===== src/rtl/cal_pkg.sv =====
package cal_pkg;

    localparam int unsigned FLD_W  = 8;
    localparam int unsigned IDX_W  = 4;

    localparam logic [IDX_W-1:0] IDX_SEC  = 4'd0;
    localparam logic [IDX_W-1:0] IDX_MIN  = 4'd2;
    localparam logic [IDX_W-1:0] IDX_HOUR = 4'd4;
    localparam logic [IDX_W-1:0] IDX_DOW  = 4'd6;
    localparam logic [IDX_W-1:0] IDX_DOM  = 4'd7;
    localparam logic [IDX_W-1:0] IDX_MON  = 4'd8;
    localparam logic [IDX_W-1:0] IDX_YEAR = 4'd9;

    typedef struct packed {
        logic [FLD_W-1:0] sec;
        logic [FLD_W-1:0] min;
        logic [FLD_W-1:0] hour;
        logic [FLD_W-1:0] dow;
        logic [FLD_W-1:0] dom;
        logic [FLD_W-1:0] mon;
        logic [FLD_W-1:0] year;
    } cal_time_t;

    typedef enum logic {SQ_IDLE, SQ_WIN} seq_state_e;

    // Stored field (BCD or binary) to a plain count value.
    function automatic logic [6:0] fld_to_bin(input logic [7:0] v, input logic bin_mode);
        if (bin_mode) return v[6:0];
        return 7'(v[7:4]) * 7'd10 + 7'(v[3:0]);
    endfunction

    // Plain count value to the stored encoding.
    function automatic logic [7:0] fld_from_bin(input logic [6:0] b, input logic bin_mode);
        logic [6:0] tens;
        logic [6:0] ones;
        tens = b / 7'd10;
        ones = b % 7'd10;
        if (bin_mode) return {1'b0, b};
        return {tens[3:0], ones[3:0]};
    endfunction

    function automatic logic [6:0] month_days(input logic [6:0] mon, input logic [6:0] yr);
        case (mon)
            7'd2:                     return (yr[1:0] == 2'b00) ? 7'd29 : 7'd28;
            7'd4, 7'd6, 7'd9, 7'd11:  return 7'd30;
            default:                  return 7'd31;
        endcase
    endfunction

    // Stored hours to 0..23.
    function automatic logic [6:0] hour_to_24(input logic [7:0] raw, input logic h24, input logic bin_mode);
        logic [6:0] hb;
        logic [6:0] base;
        hb = fld_to_bin({1'b0, raw[6:0]}, bin_mode);
        if (h24) return hb;
        base = (hb == 7'd12) ? 7'd0 : hb;
        return raw[7] ? base + 7'd12 : base;
    endfunction

    // 0..23 to stored hours.
    function automatic logic [7:0] hour_from_24(input logic [6:0] h, input logic h24, input logic bin_mode);
        logic       pm;
        logic [6:0] h12;
        logic [7:0] enc;
        if (h24) return fld_from_bin(h, bin_mode);
        pm  = (h >= 7'd12);
        h12 = pm ? h - 7'd12 : h;
        if (h12 == 7'd0) h12 = 7'd12;
        enc = fld_from_bin(h12, bin_mode);
        return {pm, enc[6:0]};
    endfunction

endpackage


===== src/rtl/cal_seq.sv =====
module cal_seq
    import cal_pkg::*;
#(
    parameter int unsigned LEAD_CYC = 4,
    parameter int unsigned UPD_CYC  = 6
) (
    input  logic clk,
    input  logic rst,
    input  logic tick,
    input  logic hold,
    output logic busy,
    output logic commit,
    output logic done
);
    localparam int unsigned TOTAL = LEAD_CYC + UPD_CYC;
    localparam int unsigned CW    = $clog2(TOTAL + 1);

    seq_state_e    state_q;
    logic [CW-1:0] cnt_q;

    assign busy   = (state_q == SQ_WIN);
    assign commit = busy && !hold && (cnt_q == CW'(TOTAL - 1));

    always_ff @(posedge clk) begin
        if (rst) begin
            state_q <= SQ_IDLE;
            cnt_q   <= '0;
            done    <= 1'b0;
        end else begin
            done <= commit;
            case (state_q)
                SQ_IDLE: begin
                    if (tick && !hold) begin
                        state_q <= SQ_WIN;
                        cnt_q   <= '0;
                    end
                end
                default: begin
                    if (hold || commit) state_q <= SQ_IDLE;
                    else                cnt_q   <= cnt_q + 1'b1;
                end
            endcase
        end
    end
endmodule


===== src/rtl/cal_next.sv =====
module cal_next
    import cal_pkg::*;
(
    input  cal_time_t cur,
    input  logic      bin_mode,
    input  logic      h24,
    output cal_time_t nxt
);
    logic [6:0] s, mi, h, dw, dm, mo, yr;
    logic [6:0] s_n, mi_n, h_n, dw_n, dm_n, mo_n, yr_n;
    logic       c_min, c_hr, c_day, c_mon, c_yr;

    always_comb begin
        s  = fld_to_bin(cur.sec, bin_mode);
        mi = fld_to_bin(cur.min, bin_mode);
        h  = hour_to_24(cur.hour, h24, bin_mode);
        dw = fld_to_bin(cur.dow, bin_mode);
        dm = fld_to_bin(cur.dom, bin_mode);
        mo = fld_to_bin(cur.mon, bin_mode);
        yr = fld_to_bin(cur.year, bin_mode);

        c_min = (s >= 7'd59);
        s_n   = c_min ? 7'd0 : s + 7'd1;

        c_hr  = c_min && (mi >= 7'd59);
        mi_n  = c_min ? ((mi >= 7'd59) ? 7'd0 : mi + 7'd1) : mi;

        c_day = c_hr && (h >= 7'd23);
        h_n   = c_hr ? ((h >= 7'd23) ? 7'd0 : h + 7'd1) : h;

        dw_n  = c_day ? ((dw >= 7'd7) ? 7'd1 : dw + 7'd1) : dw;

        c_mon = c_day && (dm >= month_days(mo, yr));
        dm_n  = c_day ? (c_mon ? 7'd1 : dm + 7'd1) : dm;

        c_yr  = c_mon && (mo >= 7'd12);
        mo_n  = c_mon ? (c_yr ? 7'd1 : mo + 7'd1) : mo;

        yr_n  = c_yr ? ((yr >= 7'd99) ? 7'd0 : yr + 7'd1) : yr;

        nxt.sec  = fld_from_bin(s_n, bin_mode);
        nxt.min  = fld_from_bin(mi_n, bin_mode);
        nxt.hour = hour_from_24(h_n, h24, bin_mode);
        nxt.dow  = fld_from_bin(dw_n, bin_mode);
        nxt.dom  = fld_from_bin(dm_n, bin_mode);
        nxt.mon  = fld_from_bin(mo_n, bin_mode);
        nxt.year = fld_from_bin(yr_n, bin_mode);
    end
endmodule


===== src/rtl/cal_regs.sv =====
module cal_regs
    import cal_pkg::*;
(
    input  logic             clk,
    input  logic             rst,
    input  logic             we,
    input  logic [IDX_W-1:0] addr,
    input  logic [FLD_W-1:0] wdata,
    input  logic             commit,
    input  cal_time_t        nxt,
    output cal_time_t        cur,
    output logic [FLD_W-1:0] rdata
);
    always_ff @(posedge clk) begin
        if (rst) begin
            cur <= '{sec: 8'h00, min: 8'h00, hour: 8'h00, dow: 8'h01,
                     dom: 8'h01, mon: 8'h01, year: 8'h00};
        end else begin
            if (commit) cur <= nxt;
            // A bus write to a field wins over the commit for that field.
            if (we) begin
                case (addr)
                    IDX_SEC:  cur.sec  <= wdata;
                    IDX_MIN:  cur.min  <= wdata;
                    IDX_HOUR: cur.hour <= wdata;
                    IDX_DOW:  cur.dow  <= wdata;
                    IDX_DOM:  cur.dom  <= wdata;
                    IDX_MON:  cur.mon  <= wdata;
                    IDX_YEAR: cur.year <= wdata;
                    default:  ;
                endcase
            end
        end
    end

    always_comb begin
        case (addr)
            IDX_SEC:  rdata = cur.sec;
            IDX_MIN:  rdata = cur.min;
            IDX_HOUR: rdata = cur.hour;
            IDX_DOW:  rdata = cur.dow;
            IDX_DOM:  rdata = cur.dom;
            IDX_MON:  rdata = cur.mon;
            IDX_YEAR: rdata = cur.year;
            default:  rdata = '0;
        endcase
    end
endmodule


===== src/rtl/cal_update_engine.sv =====
module cal_update_engine
    import cal_pkg::*;
#(
    parameter int unsigned LEAD_CYC = 4,
    parameter int unsigned UPD_CYC  = 6
) (
    input  logic       clk,
    input  logic       rst,
    input  logic       tick_1hz,
    input  logic       bus_we,
    input  logic [3:0] bus_addr,
    input  logic [7:0] bus_wdata,
    output logic [7:0] bus_rdata,
    input  logic       ctl_set,
    input  logic       ctl_binary,
    input  logic       ctl_24h,
    output logic       upd_busy,
    output logic       upd_done
);
    cal_time_t cur_time;
    cal_time_t nxt_time;
    logic      commit;

    cal_seq #(.LEAD_CYC(LEAD_CYC), .UPD_CYC(UPD_CYC)) u_seq (
        .clk    (clk),
        .rst    (rst),
        .tick   (tick_1hz),
        .hold   (ctl_set),
        .busy   (upd_busy),
        .commit (commit),
        .done   (upd_done)
    );

    cal_next u_next (
        .cur      (cur_time),
        .bin_mode (ctl_binary),
        .h24      (ctl_24h),
        .nxt      (nxt_time)
    );

    cal_regs u_regs (
        .clk    (clk),
        .rst    (rst),
        .we     (bus_we),
        .addr   (bus_addr),
        .wdata  (bus_wdata),
        .commit (commit),
        .nxt    (nxt_time),
        .cur    (cur_time),
        .rdata  (bus_rdata)
    );
endmodule


===== config.mk =====
export PLATFORM = sky130hd
export DESIGN_NAME = cal_update_engine
export DESIGN_NICKNAME = d
export VERILOG_FILES = /design/src/rtl/cal_pkg.sv /design/src/rtl/cal_seq.sv /design/src/rtl/cal_next.sv /design/src/rtl/cal_regs.sv /design/src/rtl/cal_update_engine.sv
export SDC_FILE = /design/constraint.sdc
export NUM_CORES = 1
export LEC_CHECK = 0
export BUFFER_PORTS_ARGS = -buffer_cell sky130_fd_sc_hd__buf_2
export CORE_ASPECT_RATIO = 2
export CORE_UTILIZATION = 40
export CTS_CLUSTER_DIAMETER = 120
export DETAILED_ROUTE_END_ITERATION = 7
export MAX_ROUTING_LAYER = met4
export RECOVER_POWER = 25
export SKIP_LAST_GASP = 1
export SLEW_MARGIN = 20
export SYNTH_ARGS = -nofsm -noshare
export SYNTH_HDL_FRONTEND = slang
export SYNTH_SLANG_ARGS = --single-unit

===== constraint.sdc =====
create_clock -name clk -period 10.4 [get_ports clk]
set_clock_uncertainty 0.05 [all_clocks]
set_input_delay 2.08 -clock clk [delete_from_list [all_inputs] [get_ports clk]]
set_output_delay 2.08 -clock clk [all_outputs]
set_load 0.02 [all_outputs]

-- After elaboration in Yosys (flattened, before gate mapping)
Cells that the tools add are included.
- $add $sub $neg: 17
- divide/modulo/power cells: 16
- magnitude comparators: 8
- multipliers: 7
- multiplexer cells: 74
- reduce and logical (&&, ||, !) cells: 15
- eq/ne operators: 14
- operators with widths (operator ; number):
    2-to-1 mux 7 bit ; 36
    2-to-1 mux 8 bit ; 23
    2-to-1 mux 56 bit ; 2
    divider 7 x 4 -> 7 bit, second input constant ; 8
    modulo 7 x 4 -> 7 bit, second input constant ; 8
    case mux 8 bit (7 select lines) ; 1
    adder 7 x 1 -> 7 bit, second input constant ; 7
    adder 7 x 4 -> 7 bit ; 7
    multiplier 4 x 3 -> 6 bit, second input constant ; 6
    == test 7 x 4 -> 1 bit, second input constant ; 3
    == test 7 x 3 -> 1 bit, second input constant ; 2
    greater-or-equal comparator 7 x 4 -> 1 bit, second input constant ; 2
    greater-or-equal comparator 7 x 6 -> 1 bit, second input constant ; 2
    case mux 7 bit (2 select lines) ; 1
    == test 4 x 3 -> 1 bit, second input constant ; 3
    == test 4 bit, second input constant ; 3
    2-to-1 mux 4 bit ; 3
    2-to-1 mux 1 bit ; 8
    adder 7 x 4 -> 7 bit, second input constant ; 1
    == test 7 x 2 -> 1 bit, second input constant ; 1
    greater-or-equal comparator 7 x 3 -> 1 bit, second input constant ; 1
    greater-or-equal comparator 7 x 5 -> 1 bit, second input constant ; 1
    greater-or-equal comparator 7 bit ; 1
    greater-or-equal comparator 7 bit, second input constant ; 1
    14 further kinds ; 20
- logic and storage cells: 161
- output and inout bits: 10
- input port bits: 19
- flip-flop bits (word level): 62

-- Logic depth before layout (Yosys ltp)
Gate-level depths: netlist of run 1.
- depth after elaboration: 22
- gate-level depth with buffers: 42
- gate-level depth less buffers: 39

-- Modules after synthesis
From an unflattened synthesis of run 1, not the netlist that was laid out.
- cell total of the unflattened synthesis: 1441
- area, all modules: 10966.8 µm²
- by module, submodules not included (module ; area an instance (µm²) ; cells an instance ; instances ; seq. area each (µm²)):
    cal_next ; 7349.5 ; 1091 ; 1 ; 0.0
    cal_regs ; 3301.9 ; 315 ; 1 ; 1121.1
    cal_seq ; 315.3 ; 35 ; 1 ; 120.1

-- Worst setup path before layout of run 1
No wires, ideal clock.
- path kind: input -> register
- start: input ctl_binary
- end: register u_regs.cur[36] (netlist name)
- stages: 37
- setup slack: 1171 ps
- setup time: 117 ps
- arrival: 9061 ps
- cell sequence: buf_6 -> buf_8 -> nor4b_4 -> a221oi_4 -> a31o_2 -> ha_1 -> nor3b_2 -> and4_1 -> nor3_1 -> or4_1 -> a221oi_2 -> or2_1 -> buf_4 -> buf_2 -> ha_1 -> buf_4 -> a21boi_1 -> a31o_2 -> nand2_2 -> o311a_1 -> a21oi_1 -> ha_1 -> or3_4 -> a221oi_2 -> xnor2_1 -> inv_1 -> ha_1 -> nand2_1 -> nand2_1 -> a21oi_2 -> xnor2_1 -> ha_1 -> o21ai_0 -> and3_2 -> nor4_4 -> nand3_1 -> a32o_1
- longest elaborated chain between the ends: 21
- ends and longest elaborated chain (what ; RTL line ; text):
    from (decl) ; cal_update_engine.sv:15 ; input logic ctl_binary,
    2-to-1 mux 1 bit * ; cal_pkg.sv:28, cal_pkg.sv:38 ;
    2-to-1 mux 7 bit ; cal_pkg.sv:29 ; return 7'(v[7:4]) * 7'd10 + 7'(v[3:0]);
    == test 7 x 4 -> 1 bit ; cal_pkg.sv:56 ; base = (hb == 7'd12) ? 7'd0 : hb;
    2-to-1 mux 7 bit ; cal_pkg.sv:56 ;
    adder 7 x 4 -> 7 bit ; cal_pkg.sv:57 ; return raw[7] ? base + 7'd12 : base;
    2-to-1 mux 7 bit ; cal_pkg.sv:57 ;
    2-to-1 mux 7 bit ; cal_pkg.sv:56 ;
    adder 7 x 1 -> 7 bit / greater-or-equal comparator 7 x 5 -> 1 bit (equally long branches) ; cal_next.sv:29 ; h_n = c_hr ? ((h >= 7'd23) ? 7'd0 : h + 7'd1) : h;
    [5 not listed] ; - ;
    2-to-1 mux 7 bit ; cal_pkg.sv:68 ; if (h12 == 7'd0) h12 = 7'd12;
    2-to-1 mux 7 bit ; cal_pkg.sv:66 ; pm = (h >= 7'd12);
    divider 7 x 4 -> 7 bit / 2-to-1 mux 7 bit (equally long branches) ; cal_pkg.sv:36, cal_pkg.sv:38 ;
    2-to-1 mux 7 bit ; cal_pkg.sv:39 ; return {tens[3:0], ones[3:0]};
    2-to-1 mux 8 bit * ; cal_pkg.sv:66 ;
    2-to-1 mux 56 bit * ; cal_regs.sv:19 ; if (commit) cur <= nxt;
    2-to-1 mux 8 bit ; cal_regs.sv:22 ; case (addr)
    2-to-1 mux 56 bit * ; cal_regs.sv:21 ; if (we) begin
Mark *: on every way between the ends. The rest lies on a longest branch, timed or not. The select of a mux whose other input is x is not followed.
A chain may end at the register's enable or synchronous reset.

-- Worst setup path in the final report of run 1
- start: input ctl_binary
- end: register u_regs.cur[36] (netlist name)
- longest elaborated chain between the ends: 21
- ends and longest elaborated chain (what ; RTL line):
    2-to-1 mux 1 bit * ; cal_pkg.sv:28, cal_pkg.sv:38
    2-to-1 mux 7 bit ; cal_pkg.sv:29
    == test 7 x 4 -> 1 bit ; cal_pkg.sv:56
    2-to-1 mux 7 bit ; cal_pkg.sv:56
    adder 7 x 4 -> 7 bit ; cal_pkg.sv:57
    2-to-1 mux 7 bit ; cal_pkg.sv:57
    2-to-1 mux 7 bit ; cal_pkg.sv:56
    adder 7 x 1 -> 7 bit / greater-or-equal comparator 7 x 5 -> 1 bit (equally long branches) ; cal_next.sv:29
    [5 not listed] ; -
    2-to-1 mux 7 bit ; cal_pkg.sv:68
    2-to-1 mux 7 bit ; cal_pkg.sv:66
    divider 7 x 4 -> 7 bit / 2-to-1 mux 7 bit (equally long branches) ; cal_pkg.sv:36, cal_pkg.sv:38
    2-to-1 mux 7 bit ; cal_pkg.sv:39
    2-to-1 mux 8 bit * ; cal_pkg.sv:66
    2-to-1 mux 56 bit * ; cal_regs.sv:19
    2-to-1 mux 8 bit ; cal_regs.sv:22
    2-to-1 mux 56 bit * ; cal_regs.sv:21
Marks and branches as above.

==> summary.md, run 1 <==
| Metric | Value |
|---|---|
| Status | finished with violations |
| Failing checks | capacitance limit, slew limit |
| Tot Pwr | 0.817 mW |
| Clock latency on the worst-skew pair | 0.34 ns |
| Pre-antenna DRT Iters | 7 |
| Sw power | approximately 0.30 mW |
| Initial antenna violation count | 0 |
| Final ANT Viol Nets | 0 |
| Pwr per Cell Area | 73.9 nW/um2 |
| Diode count | 0 |
| CTS resizes | 0 |
| Area occupied by multi-input gates | 8660 um2 |
| EDFF count, synth | 0 |
| Switching share of power | a little under two fifths |
| Endpoints failing hold | 0 |
| Seq pwr share | 30.8% |
| Synth async-reset ratio | 0% |
| Final core utilization | 43.1% |
| Fillers | 2,735 |
| Clock power share | 34.0% |
| Reg area | about 1200 um2 |
| Max_slew headroom | -93.8% |
| Tmin final | 9.66 ns |
| Die span in y | 230 um |
| Die ar. | around 27,000 um2 |
| CTS Buf Count | 9 |
| Synth Area per Inst | 7.39 um2 |
| Postcts setup bufs | 0 |
| WL final | about 40 mm |
| Vias in the first global route | 11,300 |
| Final period util | 92.9% |
| First-pass GRT wire length | a little over 60 mm |
| Max incr delay on CP | 0.71 ns |
| Clock Tree Buf Depth | 2 |
| Initial core utilization | between 40% and 50% |
| DR iter-0 viols | ~810 |
| Fin. max-slew vios | 58 |
| Synth Cell Area | about 10,000 um2 |
| Kind of critical path | in2reg |
| Seq/Total Area, Yosys | 11.9% |
| WL/cell | between 20 and 25 um |
| Comb power frac | 35.2% |
| Critical Path Source Type | input pin |
| HP Class | reg2reg |
| Peak supply drop | 0.0635 mV |
| Yosys warning total | 0 |
| CP Max Fanout | 40 |
| Largest net degree at the start of global routing | 58 |
| Slowest cell on crit path | mux2i_1 |
| Synth cell types | 120 |
| Cts hold-fix bufs | 0 |
| Clock root cell | clkbuf_16 |
| CTS tree | done |
| Row count | 83 |
| Setup TNS | 0 ns |
| WP data arrival | a little under 10 ns |
| Critical Path RT | 10.58 ns |
| Fin nets | 1,505 |
| H-tree level count | 3 |
| Global Route Usage Sum | 30.6% |
| Crit-path most repeated cell | ha_1 |
| Gr ovfl total | 0 |
| Share of post-route cells with drive strength above 1 | between 10% and 20% |
| Main synth FF type | dfxtp_1 |
| I/O pin total | 29 |
| Via density | around 6.5 |
| Reg clk slew, reported paths | 0.06 ns |
| Hpwl dp | 30.3 mm |
| Crit. End Element | flop |
| Internal | 0.515 mW |
| Max Clk Rate | 0.103 GHz |
| Synth Instances | 1,411 |
| Core box area | 25,700 um2 |
| Gpl congestion | 1.03 |
| Measured slew at the worst slew-check pin | 2.91 ns |
| Setup-failing EPs final | 0 |
| Clk sinks | 62 |
| DRC | 0 |
| LEAKAGE | 4.38 nW |
| Max_cap viols | 1 |
| Seq cells post-synth | 62 |
| Vias | 11,300 |
| RSZ-0062 raised after global routing | false |
| Area delta synth->final | 6.01% |
| Mapped Nets | roughly 1,500 |
| Port Buffers | 28 |
| Die width | 116 um |
-- state kept, by name, indices dropped and copies added, names as in the netlist --
register / count
u_seq.cnt_q: 4
u_seq.done: 1
u_seq.busy: 1
u_regs.cur: 56
-- routing by layer --
metal  routed length [um]  track usage, %
met5                    0               -
met2                20900            55.9
met3                 1710            2.49
met4                 3160            23.1
met1                13100            28.8
-- cells by family after synthesis --
group                    count (synthesis)  synth area share, %
buffers and inverters                  118                 5.23
multiplexers                            71                 7.29
AO/OA/AOI/OAI                          481                 33.5
adder cells (fa/ha/maj)                 92                 11.9
flip-flops                              62                 11.9
AND/OR/NAND/NOR                        533                 25.6
XOR/XNOR                                54                 4.53
-- metrics by stage --
| stage | instances | setup WS (ns) | hold slack [ns] | area, um2 |
|---|---|---|---|---|
| after floorplan | 1411 | 1.17 | 0.432 | 10400 |
| after detailed placement | 1725 | 0.620 | 0.470 | 10800 |
| final | 1741 | 0.738 | 0.469 | 11100 |
| after global routing | 1741 | 0.211 | 0.521 | 11100 |
| after global placement | 1725 | 0.868 | 0.465 | 10800 |
| after CTS | 1741 | 0.974 | 0.477 | 11100 |
-- placed cells by master, fill, tap and decap left out, drive strengths merged, types with 16 or more instances in the layout --
master / instances
o211ai: 27
inv: 40
and2: 17
a221oi: 16
clkbuf: 19
xnor2: 35
nand3: 43
and3: 20
mux2: 27
a21oi: 104
dfxtp: 62
buf: 44
ha: 77
nand2b: 21
xor2: 19
nor2: 143
a31oi: 25
nor3: 51
a311oi: 19
a211oi: 28
mux2i: 43
o21ai: 90
nand2: 145
-- cell usage after synthesis (15+ instances only) --
cell / n / area share (%)
a31oi_1: 24 / 1.4
inv_1: 37 / 1.3
a211oi_1: 27 / 1.9
nor3_1: 49 / 2.4
o211ai_1: 27 / 1.9
xnor2_1: 35 / 2.9
nand2b_1: 21 / 1.3
clkbuf_1: 44 / 1.6
a311oi_1: 17 / 1.4
a22oi_1: 15 / 1.1
nand3_1: 41 / 2.0
mux2i_1: 43 / 4.1
buf_2: 16 / 0.77
and3_1: 18 / 1.1
mux2_2: 25 / 2.7
a21oi_1: 102 / 4.9
xor2_1: 19 / 1.6
dfxtp_1: 62 / 12
o21ai_0: 80 / 3.8
ha_1: 77 / 9.2
nand2_1: 144 / 5.2
nor2_1: 142 / 5.1
-- worst max-delay path: cells and delay by family --
family / cells / cell delay [ns]
muxes: 1 / 0.71
and+or+nand+nor: 11 / 2.41
xor gates and xnor gates: 4 / 0.80
adders and majority gates: 4 / 0.88
AOI/OAI and AO/OA: 10 / 2.33
buffers and inverters: 3 / 0.59
-- layout make-up --
type	instances	area share, %
Multi-Input combinational cell	1231	78.3
Sequential cell	62	11.2
Clock buffer	12	2.23
Tap cell	340	3.85
Inverter	41	1.46
Timing Repair Buffer	51	2.73
Clock inverter	4	0.204
-- power groups by stage --
stage / logic [mW] / registers [mW] / clock network, mW
3_5_place_dp: 0.282 / 0.257 / 0
2_1_floorplan: 0.216 / 0.252 / 0
5_1_grt: 0.315 / 0.252 / 0.288
6_report: 0.288 / 0.252 / 0.277
4_1_cts: 0.283 / 0.252 / 0.279
3_3_place_gp: 0.277 / 0.257 / 0
-- final timing paths --
check	from	endpoint	slack [ns]	cells after the start
min reg2reg	u_seq.busy$_SDFF_PP0_	u_seq.cnt_q[1]$_SDFFE_PP0P_	0.47	2
max	ctl_binary	u_regs.cur[36]$_SDFF_PP0_	0.74	33
min	u_seq.busy$_SDFF_PP0_	u_seq.cnt_q[1]$_SDFFE_PP0P_	0.47	2
max reg2reg	u_regs.cur[38]$_SDFF_PP0_	u_regs.cur[36]$_SDFF_PP0_	1.47	34
(Power assumes the default switching activity.)
==> run 2, diff against run 1 <==
- GPL_TIMING_DRIVEN: not set -> 0
- RECOVER_POWER: 25 -> not set
==> run 2 against run 1 <==
  * The run ends with DRC left
  * Non-clock buffer count increased by 61
  * Fmax shrank 3.5%
  * Via count increased by 5.4%
  * Hold slack improved by 0.0059 ns
==> summary.md, run 2 (same netlist as run 1, synthesis figures left out) <==
| Metric | Value |
|---|---|
| Slowest cell on crit path | mux2_2 (was mux2i_1) |
| WL final | 44.2 mm (was 38.9 mm) |
| Die span in y | 230 um (unchanged) |
| Global Route Usage Sum | 34.4% (was 30.6%) |
| Initial antenna violation count | 0 (unchanged) |
| Most common cell after layout, fill and taps aside | nand2_1 (unchanged) |
| Setup-failing EPs final | 0 (unchanged) |
| HP Class | reg2reg (unchanged) |
| Die ar. | 26,800 um2 (unchanged) |
| Vias | 11,900 (was 11,300) |
| Critical Path Source Type | input pin (unchanged) |
| CP Max Fanout | 10 (was 40) |
| Clock root cell | clkbuf_16 (unchanged) |
| Initial core utilization | 40.7% (unchanged) |
| DRC | 4 (was 0) |
| Final core utilization | 44.7% (was 43.1%) |
| Share of post-route cells with drive strength above 1 | 12.5% (was 11.1%) |
| Max Clk Rate | 0.0999 GHz (was 0.103 GHz) |
| Clk sinks | 62 (unchanged) |
| Tmin final | 10.01 ns (was 9.66 ns) |
| Fin nets | 1,566 (was 1,505) |
| Max_cap viols | 0 (was 1) |
| Clock latency on the worst-skew pair | 0.34 ns (about the same) |
| Final period util | 96.2% (was 92.9%) |
| Placed Area | 11,000 um2 (was 10,800 um2) |
| Status | finished with violations (unchanged) |
| Kind of critical path | in2reg (unchanged) |
| Die width | 116 um (unchanged) |
| Via density | 6.64 (was 6.51) |
| Area delta synth->final | 10.1% (was 6.01%) |
| Post-route cell area | 11,500 um2 (was 11,100 um2) |
| First-pass GRT wire length | 66.5 mm (was 60.5 mm) |
| Critical Path RT | 10.60 ns (was 10.58 ns) |
| Max reg flops | 56 (unchanged) |
| WL/cell | 24.6 um (was 22.3 um) |
| Gr ovfl total | 0 (unchanged) |
| Fin. max-slew vios | 0 (was 58) |
| Failing checks | DRC (was capacitance limit, slew limit) |
| Endpoints failing hold | 0 (unchanged) |
| Register with the highest flop count | u_regs.cur (unchanged) |
| Final ANT Viol Nets | 0 (unchanged) |
| Max incr delay on CP | 0.40 ns (was 0.71 ns) |
| DR iter-0 viols | 961 (was 805) |
| Core box area | 25,700 um2 (unchanged) |
| Vias in the first global route | 11,700 (was 11,300) |
| Hpwl dp | 34.6 mm (was 30.3 mm) |
| Port Buffers | 27 (was 28) |
| Crit. End Element | flop (unchanged) |
| Pre-antenna DRT Iters | 8 (was 7) |
| WP data arrival | 10.21 ns (was 9.84 ns) |
| Row count | 83 (unchanged) |
| Max_slew headroom | 22.9% (was -93.8%) |
| Biggest regs | u_regs.cur: 56 flops, u_seq.cnt_q: 4 flops (unchanged) |
| H-tree level count | 3 (unchanged) |
| LEAKAGE | 4.59 nW (was 4.38 nW) |
| Pwr per Cell Area | 76.7 nW/um2 (was 73.9 nW/um2) |
| CTS Buf Count | 9 (unchanged) |
| Clock Tree Buf Depth | 2 (unchanged) |
| Gpl congestion | 0.962 (was 1.03) |
| Peak supply drop | 0.0805 mV (was 0.0635 mV) |
| Measured slew at the worst slew-check pin | 1.15 ns (was 2.91 ns) |
| Reg clk slew, reported paths | 0.06 ns (about the same) |
| CTS tree | done (unchanged) |
| I/O pin total | 29 (unchanged) |
| Commonest cells after routing, fill and taps aside | 144 x nand2_1, 142 x nor2_1, 102 x a21oi_1 (unchanged) |
| Largest net degree at the start of global routing | 12 (was 58) |
## run 2: stage by stage
step | power, mW | worst slack (ns) | std cells | setup TNS (ns) | hold WS [ns]
2_1_floorplan | 0.468 | 1.17 | 1411 | 0 | 0.432
3_3_place_gp | 0.548 | -1.15 | 1778 | -5.92 | 0.449
5_1_grt | 0.914 | -0.00598 | 1799 | -0.0108 | 0.522
6_report | 0.881 | 0.391 | 1800 | 0 | 0.475
4_1_cts | 0.866 | -0.0410 | 1794 | -0.0410 | 0.480
3_5_place_dp | 0.553 | -1.25 | 1778 | -7.10 | 0.483
## run 2: cell type report
class / instances / area, um2
clock inverter: 1 / 30.0
timing repair buffer: 36 / 203
antenna: 1 / 2.50
multi-input combinational: 1231 / 8750
inverter: 41 / 161
sequential: 62 / 1240
clock buffer: 12 / 267
fill: 2699 / 14200
buffer: 76 / 402
tap: 340 / 425
## run 2: power by group
group / leakage [nW] / switching (mW) / total, mW / internal (mW)
Combinational: 3.94 / 0.198 / 0.313 / 0.115
Clock: 0.147 / 0.115 / 0.316 / 0.201
Sequential: 0.501 / 0.00973 / 0.252 / 0.242
## run 2: routing by layer
metal | vias to the layer above | GRT usage (%) | share of wire [%]
met4 | 0 | 29.6 | 9.7
met3 | 228 | 3.89 | 4.8
met1 | 5719 | 32.7 | 34
li1 | 5477 | - | -
met2 | 520 | 60.2 | 52
met5 | - | - | 0
## run 2: path summary, 6_finish.rpt
path / from / end / slack, ns / cells after the start
hold / removal: u_seq.busy$_SDFF_PP0_ / u_seq.cnt_q[0]$_SDFFE_PP0P_ / 0.47 / 2
setup / recovery: ctl_binary / u_regs.cur[1]$_SDFF_PP0_ / 0.39 / 42
hold reg to reg: u_seq.busy$_SDFF_PP0_ / u_seq.cnt_q[0]$_SDFFE_PP0P_ / 0.47 / 2
setup reg to reg: u_regs.cur[38]$_SDFF_PP0_ / u_regs.cur[36]$_SDFF_PP0_ / 0.94 / 40
## run 2: worst max-delay path: cells and delay by family
family | cells | cell delay, ns
AND/OR/NAND/NOR | 4 | 0.69
XOR/XNOR | 1 | 0.15
adder cells (fa/ha/maj) | 4 | 0.92
multiplexers | 4 | 0.90
AO/OA/AOI/OAI | 15 | 2.83
buffers and inverters | 14 | 2.59
## run 2: timing repair
action	4_1_cts	5_1_grt
hold buffers	0	0
pin swaps	2	6
setup buffers	3	6
setup endpoints to repair	7	7
resized for setup	7	19
